$ cat src/rtl/btb_pkg.sv
package btb_pkg;
  localparam int unsigned PC_W = 32;

  typedef struct packed {
    logic            valid;
    logic            is_ret;
    logic            taken;
    logic [PC_W-1:0] tag;
    logic [PC_W-1:0] target;
  } btb_entry_t;

  typedef enum logic [1:0] {
    RAS_HOLD = 2'd0,
    RAS_PUSH = 2'd1,
    RAS_POP  = 2'd2,
    RAS_SWAP = 2'd3
  } ras_op_e;
endpackage

$ cat src/rtl/btb_table.sv
module btb_table
  import btb_pkg::*;
#(
  parameter int unsigned IDX_W = 4
) (
  input  logic             clk_i,
  input  logic             rst_ni,
  input  logic [IDX_W-1:0] rd_idx_i,
  output btb_entry_t       rd_entry_o,
  input  logic             wr_en_i,
  input  logic [IDX_W-1:0] wr_idx_i,
  input  btb_entry_t       wr_entry_i
);
  localparam int unsigned ENTRIES = 1 << IDX_W;

  btb_entry_t slot_q [ENTRIES];

  for (genvar g = 0; g < ENTRIES; g++) begin : g_slot
    always_ff @(posedge clk_i or negedge rst_ni) begin
      if (!rst_ni) begin
        slot_q[g] <= '0;
      end else if (wr_en_i && (wr_idx_i == IDX_W'(g))) begin
        slot_q[g] <= wr_entry_i;
      end
    end
  end

  // read sees pre-edge contents
  assign rd_entry_o = slot_q[rd_idx_i];
endmodule

$ cat src/rtl/btb_ras.sv
module btb_ras
  import btb_pkg::*;
#(
  parameter int unsigned DEPTH = 8
) (
  input  logic            clk_i,
  input  logic            rst_ni,
  input  ras_op_e         op_i,
  input  logic [PC_W-1:0] push_val_i,
  output logic [PC_W-1:0] top_o
);
  localparam int unsigned PTR_W = (DEPTH > 1) ? $clog2(DEPTH) : 1;

  logic [PTR_W-1:0] sp_q;
  logic [PTR_W-1:0] top_idx;
  logic [PTR_W-1:0] wr_idx;
  logic             wr_en;
  logic [PC_W-1:0]  stk_q [DEPTH];

  // DEPTH is a power of two: pointer arithmetic wraps naturally
  assign top_idx = sp_q - PTR_W'(1);
  assign wr_en   = (op_i == RAS_PUSH) || (op_i == RAS_SWAP);
  assign wr_idx  = (op_i == RAS_PUSH) ? sp_q : top_idx;

  always_ff @(posedge clk_i or negedge rst_ni) begin
    if (!rst_ni) begin
      sp_q <= '0;
    end else begin
      unique case (op_i)
        RAS_PUSH: sp_q <= sp_q + PTR_W'(1);
        RAS_POP:  sp_q <= top_idx;
        default:  sp_q <= sp_q;
      endcase
    end
  end

  for (genvar g = 0; g < DEPTH; g++) begin : g_stk
    always_ff @(posedge clk_i or negedge rst_ni) begin
      if (!rst_ni) begin
        stk_q[g] <= '0;
      end else if (wr_en && (wr_idx == PTR_W'(g))) begin
        stk_q[g] <= push_val_i;
      end
    end
  end

  assign top_o = stk_q[top_idx];
endmodule

$ cat src/rtl/btb_fetch_predictor.sv
module btb_fetch_predictor
  import btb_pkg::*;
#(
  parameter int unsigned IDX_W     = 4,
  parameter int unsigned RAS_DEPTH = 8
) (
  input  logic            clk_i,
  input  logic            rst_ni,
  input  logic [PC_W-1:0] lk_pc_i,
  output logic            lk_hit_o,
  output logic [PC_W-1:0] lk_next_pc_o,
  output logic            lk_taken_o,
  input  logic            up_valid_i,
  input  logic [PC_W-1:0] up_pc_i,
  input  logic [PC_W-1:0] up_target_i,
  input  logic            up_taken_i,
  input  logic            up_call_i,
  input  logic            up_ret_i
);
  localparam int unsigned IDX_LO = 2;
  localparam int unsigned IDX_HI = IDX_LO + IDX_W - 1;

  btb_entry_t      rd_entry;
  btb_entry_t      wr_entry;
  ras_op_e         ras_op;
  logic [PC_W-1:0] ras_top;
  logic [PC_W-1:0] lk_fall;
  logic [PC_W-1:0] up_fall;

  assign lk_fall = lk_pc_i + PC_W'(4);
  assign up_fall = up_pc_i + PC_W'(4);

  assign wr_entry = '{valid:  1'b1,
                      is_ret: up_ret_i,
                      taken:  up_taken_i,
                      tag:    up_pc_i,
                      target: up_target_i};

  btb_table #(.IDX_W(IDX_W)) u_table (
    .clk_i     (clk_i),
    .rst_ni    (rst_ni),
    .rd_idx_i  (lk_pc_i[IDX_HI:IDX_LO]),
    .rd_entry_o(rd_entry),
    .wr_en_i   (up_valid_i),
    .wr_idx_i  (up_pc_i[IDX_HI:IDX_LO]),
    .wr_entry_i(wr_entry)
  );

  always_comb begin
    ras_op = RAS_HOLD;
    if (up_valid_i) begin
      unique case ({up_call_i, up_ret_i})
        2'b10:   ras_op = RAS_PUSH;
        2'b01:   ras_op = RAS_POP;
        2'b11:   ras_op = RAS_SWAP;
        default: ras_op = RAS_HOLD;
      endcase
    end
  end

  btb_ras #(.DEPTH(RAS_DEPTH)) u_ras (
    .clk_i     (clk_i),
    .rst_ni    (rst_ni),
    .op_i      (ras_op),
    .push_val_i(up_fall),
    .top_o     (ras_top)
  );

  always_comb begin
    lk_hit_o     = rd_entry.valid && (rd_entry.tag == lk_pc_i);
    lk_taken_o   = 1'b0;
    lk_next_pc_o = lk_fall;
    if (lk_hit_o) begin
      if (rd_entry.is_ret) begin
        lk_taken_o   = 1'b1;
        lk_next_pc_o = ras_top;
      end else if (rd_entry.taken) begin
        lk_taken_o   = 1'b1;
        lk_next_pc_o = rd_entry.target;
      end
    end
  end
endmodule

$ cat config.mk
export PLATFORM = sky130hd
export DESIGN_NAME = btb_fetch_predictor
export DESIGN_NICKNAME = d
export VERILOG_FILES = /design/src/rtl/btb_pkg.sv /design/src/rtl/btb_table.sv /design/src/rtl/btb_ras.sv /design/src/rtl/btb_fetch_predictor.sv
export SDC_FILE = /design/constraint.sdc
export NUM_CORES = 2
export LEC_CHECK = 0
export BUFFER_PORTS_ARGS = -buffer_cell sky130_fd_sc_hd__buf_4
export CORE_MARGIN = 4
export CORE_UTILIZATION = 45
export CTS_CLUSTER_DIAMETER = 30
export CTS_CLUSTER_SIZE = 28
export DETAILED_ROUTE_END_ITERATION = 12
export GPL_TIMING_DRIVEN = 0
export REMOVE_ABC_BUFFERS = 1
export SYNTH_ARGS = -nofsm -noshare
export SYNTH_HDL_FRONTEND = slang
export SYNTH_SLANG_ARGS = --single-unit
$ cat constraint.sdc
create_clock -name clk_i -period 8.2 [get_ports clk_i]
set_input_delay 1.64 -clock clk_i [delete_from_list [all_inputs] [get_ports clk_i]]
set_output_delay 1.64 -clock clk_i [all_outputs]
set_load 0.1 [all_outputs]
==> impl_metrics.tcl <==
set metrics [dict create \
    outcome "finished with violations" \
    violations "max-capacitance violations" \
    gr-usage-all-layers_pct 25.58 \
    post-route-period-util_pct 98.09 \
    synth_seq_cells 1331 \
    syn_avg_cell_area_sq_um 14.12 \
    clock_path_buffers 4 \
    h-tree-depth 5 \
    hp-class "reg -> reg" \
    max_cap_viol_count 1 \
    die_y_um 376.6 \
    path_class "in -> out" \
    wl_per_cell_um 27.53 \
    crit_path_top_delay_cell "nor2b_4" \
    place_congestion 0.8235 \
    drtPass1Iterations 6 \
    antenna_found_initial 9 \
    rows 134 \
    path_buf_inv 4 \
    clkLatencyLatePin_ns 0.89 \
    layout-drive-gt1-share_pct 46.63 \
    fin_crit_ns 8.044 \
    critPathTopFamily "compound AO/OA/AOI/OAI gates" \
    synth_area_leaders "dfrtp_1 (54%), mux2_2 (20%), mux4_2 (11%)" \
    grt_pass1_wl_um 269500 \
    stdcell_count 6534 \
    path_common_cell "buf_4" \
    dp_cells 5970 \
    drt_iter0_markers 3380 \
    yosysTopAreaCellShare_pct 54.47 \
    rsz0062_at_grt "false" \
    port_buffers 135 \
    synth-edff-count 0 \
    overflow 0 \
    slew_violations 0 \
    hpwlAfterDp_um 112900 \
    max_freq_mhz 124.3 \
    rrSetupSlack_ns 4.19 \
    cp.depth 13 \
    cts.sinks 1331 \
    synth_ff_type "dfrtp_1" \
    multi_input_area_sq_um 26480 \
    synth_cell_types 66 \
    die_width_um 376.6 \
    hold_violations 0 \
    holdPathStages 2 \
    clk_pin_slew_worst_paths_ns 0.04 \
    viasPerCell 5.886 \
    cp-start-kind "input port" \
    routed_wl_um 179900 \
    p_leak_uw 0.03321 \
    postCtsHoldBufs 0 \
    syn-cell-area_sq_um 61150 \
    io_pins 136 \
    core_sq_um 134300 \
    maxSlewHeadroom_pct 0.1490 \
    worst_pin_slew_ns 1.486 \
    required_ns 6.56 \
    worstPathArrival_ns 6.40 \
    crit_chain "buf_4 -> nor2b_4 -> a22oi_1 -> a21o_1 -> a221oi_1 -> a41oi_1 -> a2111oi_0 -> nand4_1 -> buf_4 -> buf_8 -> and2_1 -> a21oi_2 -> buf_4" \
    skew_ns 0.04747 \
    ir_worst_vdd_mv 0.2284 \
    ys_top_cells_by_count "dfrtp_1 (1331), mux2_2 (1064), mux4_2 (310)" \
    yosys_warnings 0 \
    first_global_vias 40289 \
    synth_largest_area_cell "dfrtp_1" \
    ant_nets 0 \
    max_stage_delay_ns 0.90 \
    grt_start_max_net_pins 158 \
    power_density_nw_per_um2 362.2 \
    worstSetupEndpointType "output pin" \
    area_growth_pct 24.97 \
    cp_max_fo 33 \
    seq_area_frac_synth_pct 54.47 \
    finalSetupViolations 0 \
    postSynthCellCount 4330 \
    timing.hold.ws_ns 0.4449 \
    async_flop_share_pct 100.0 \
    num_vias 38458 \
    die-area_sq_um 141800 \
    power.total_uw 27680 \
    fillers 10519 \
    cts_root_buf "clkbuf_16" \
    yosys.cell_count.top_type "dfrtp_1" \
    cts_tree "built" \
    cts_buffers 319 \
    seqCellArea_sq_um 33310 \
    start_util_pct 45.53 \
    nets 4641 \
    reg2regPathDepth 7 \
    drc 0 \
]
registers in the layout, indices dropped and copies added, names as in the netlist:
name	cells
u_ras.stk_q	256
u_table.slot_q	1072
u_ras.sp_q	3
area by class of cell:
cell class | count | share of cell area (%)
Sequential cell | 1331 | 43.59
Clock inverter | 140 | 2.671
Multi-Input combinational cell | 2593 | 34.65
Tap cell | 1768 | 2.895
Antenna cell | 5 | 0.01637
Clock buffer | 412 | 11.78
Inverter | 20 | 0.1097
Timing Repair Buffer | 265 | 4.280
what timing repair did:
action | in CTS | in global routing
buffers inserted | 7 | 0
pin swaps | 1 | 1
cloned | 0 | 0
setup endpoints to repair | 33 | 22
gates resized for setup | 6 | 12
through the flow:
stage | setup slack (ns) | util (%) | instance area (sq um) | TNS, ns
global route | 0.05774 | 56.89 | 76400 | 0
floorplan | -0.7520 | - | 59540 | -54.42
CTS | 0.03416 | 56.85 | 76350 | 0
detailed placement | -1.244 | 48.56 | 65210 | -24.01
global placement | -11.21 | 46.74 | 62770 | -
finish | 0.1563 | 56.90 | 76410 | 0
layer usage:
metal	GRT usage, %	wire length, um	up-vias	share of wire, %
li1	-	-	16329	-
met1	37.79	82630	20547	46
met2	38.07	80890	1292	45
met3	5.690	12180	286	6.8
met4	7.587	4180	4	2.3
met5	0	27	-	0.015
power breakdown:
group	switching [uW]	total [uW]	internal [uW]
sequential	919	9330	8410
combinational	2520	5480	2960
clock	3780	12900	9090
final timing paths:
path / startpoint / end
max: lk_pc_i[4] / lk_next_pc_o[4]
min in group asynchronous: rst_ni / u_table.slot_q[679]
max reg2reg: u_ras.sp_q[0] / u_ras.stk_q[193]
min reg2reg: u_table.slot_q[773] / u_table.slot_q[773]
min: u_table.slot_q[773] / u_table.slot_q[773]
max in group asynchronous: rst_ni / u_table.slot_q[135]
worst reg2reg max path: cells and delay by family, from the launching register on:
family	cells	cell delay, ns
and+or+nand+nor	2	0.98
DFF	1	0.84
xor gates and xnor gates	1	0.79
buffers and inverters	2	0.71
muxes	1	0.31
adders and majority gates	1	0.26
placed cells by master (no fill, tap or decap), types with 15 or more instances in the layout:
| master | synthesis | layout |
|---|---|---|
| mux2i_1 | 115 | 114 |
| a22oi_1 | 25 | 25 |
| inv_1 | 17 | 16 |
| buf_12 | 0 | 20 |
| xor2_1 | 46 | 45 |
| dfrtp_1 | 1331 | 1330 |
| clkbuf_1 | 243 | 34 |
| nor2_1 | 156 | 156 |
| o22ai_1 | 27 | 27 |
| nand3_1 | 32 | 20 |
| buf_4 | 14 | 143 |
| mux2_2 | 1064 | 1064 |
| and2_1 | 19 | 18 |
| nand2b_1 | 30 | 30 |
| a31oi_1 | 16 | 16 |
| mux4_2 | 310 | 310 |
| clkinv_2 | 0 | 40 |
| xnor2_1 | 50 | 50 |
| nand2_1 | 225 | 220 |
| buf_16 | 0 | 38 |
| nand4_1 | 15 | 15 |
| nor2b_1 | 18 | 16 |
| bufinv_16 | 0 | 46 |
| clkinvlp_4 | 0 | 30 |
| a21oi_1 | 142 | 136 |
| clkbuf_8 | 0 | 52 |
| o21ai_0 | 155 | 155 |
| buf_6 | 7 | 56 |
| clkbuf_16 | 0 | 326 |
logic make-up after synthesis:
kind of cell	after synthesis	share of synthesized area [%]
AO/OA/AOI/OAI	437	4.174
buffers and inverters	406	2.748
AND/OR/NAND/NOR	562	4.152
XOR/XNOR	96	1.375
adder cells (fa/ha/maj)	9	0.1842
multiplexers	1489	32.90
flip-flops	1331	54.47
Power figures use the tool's default switching activity.
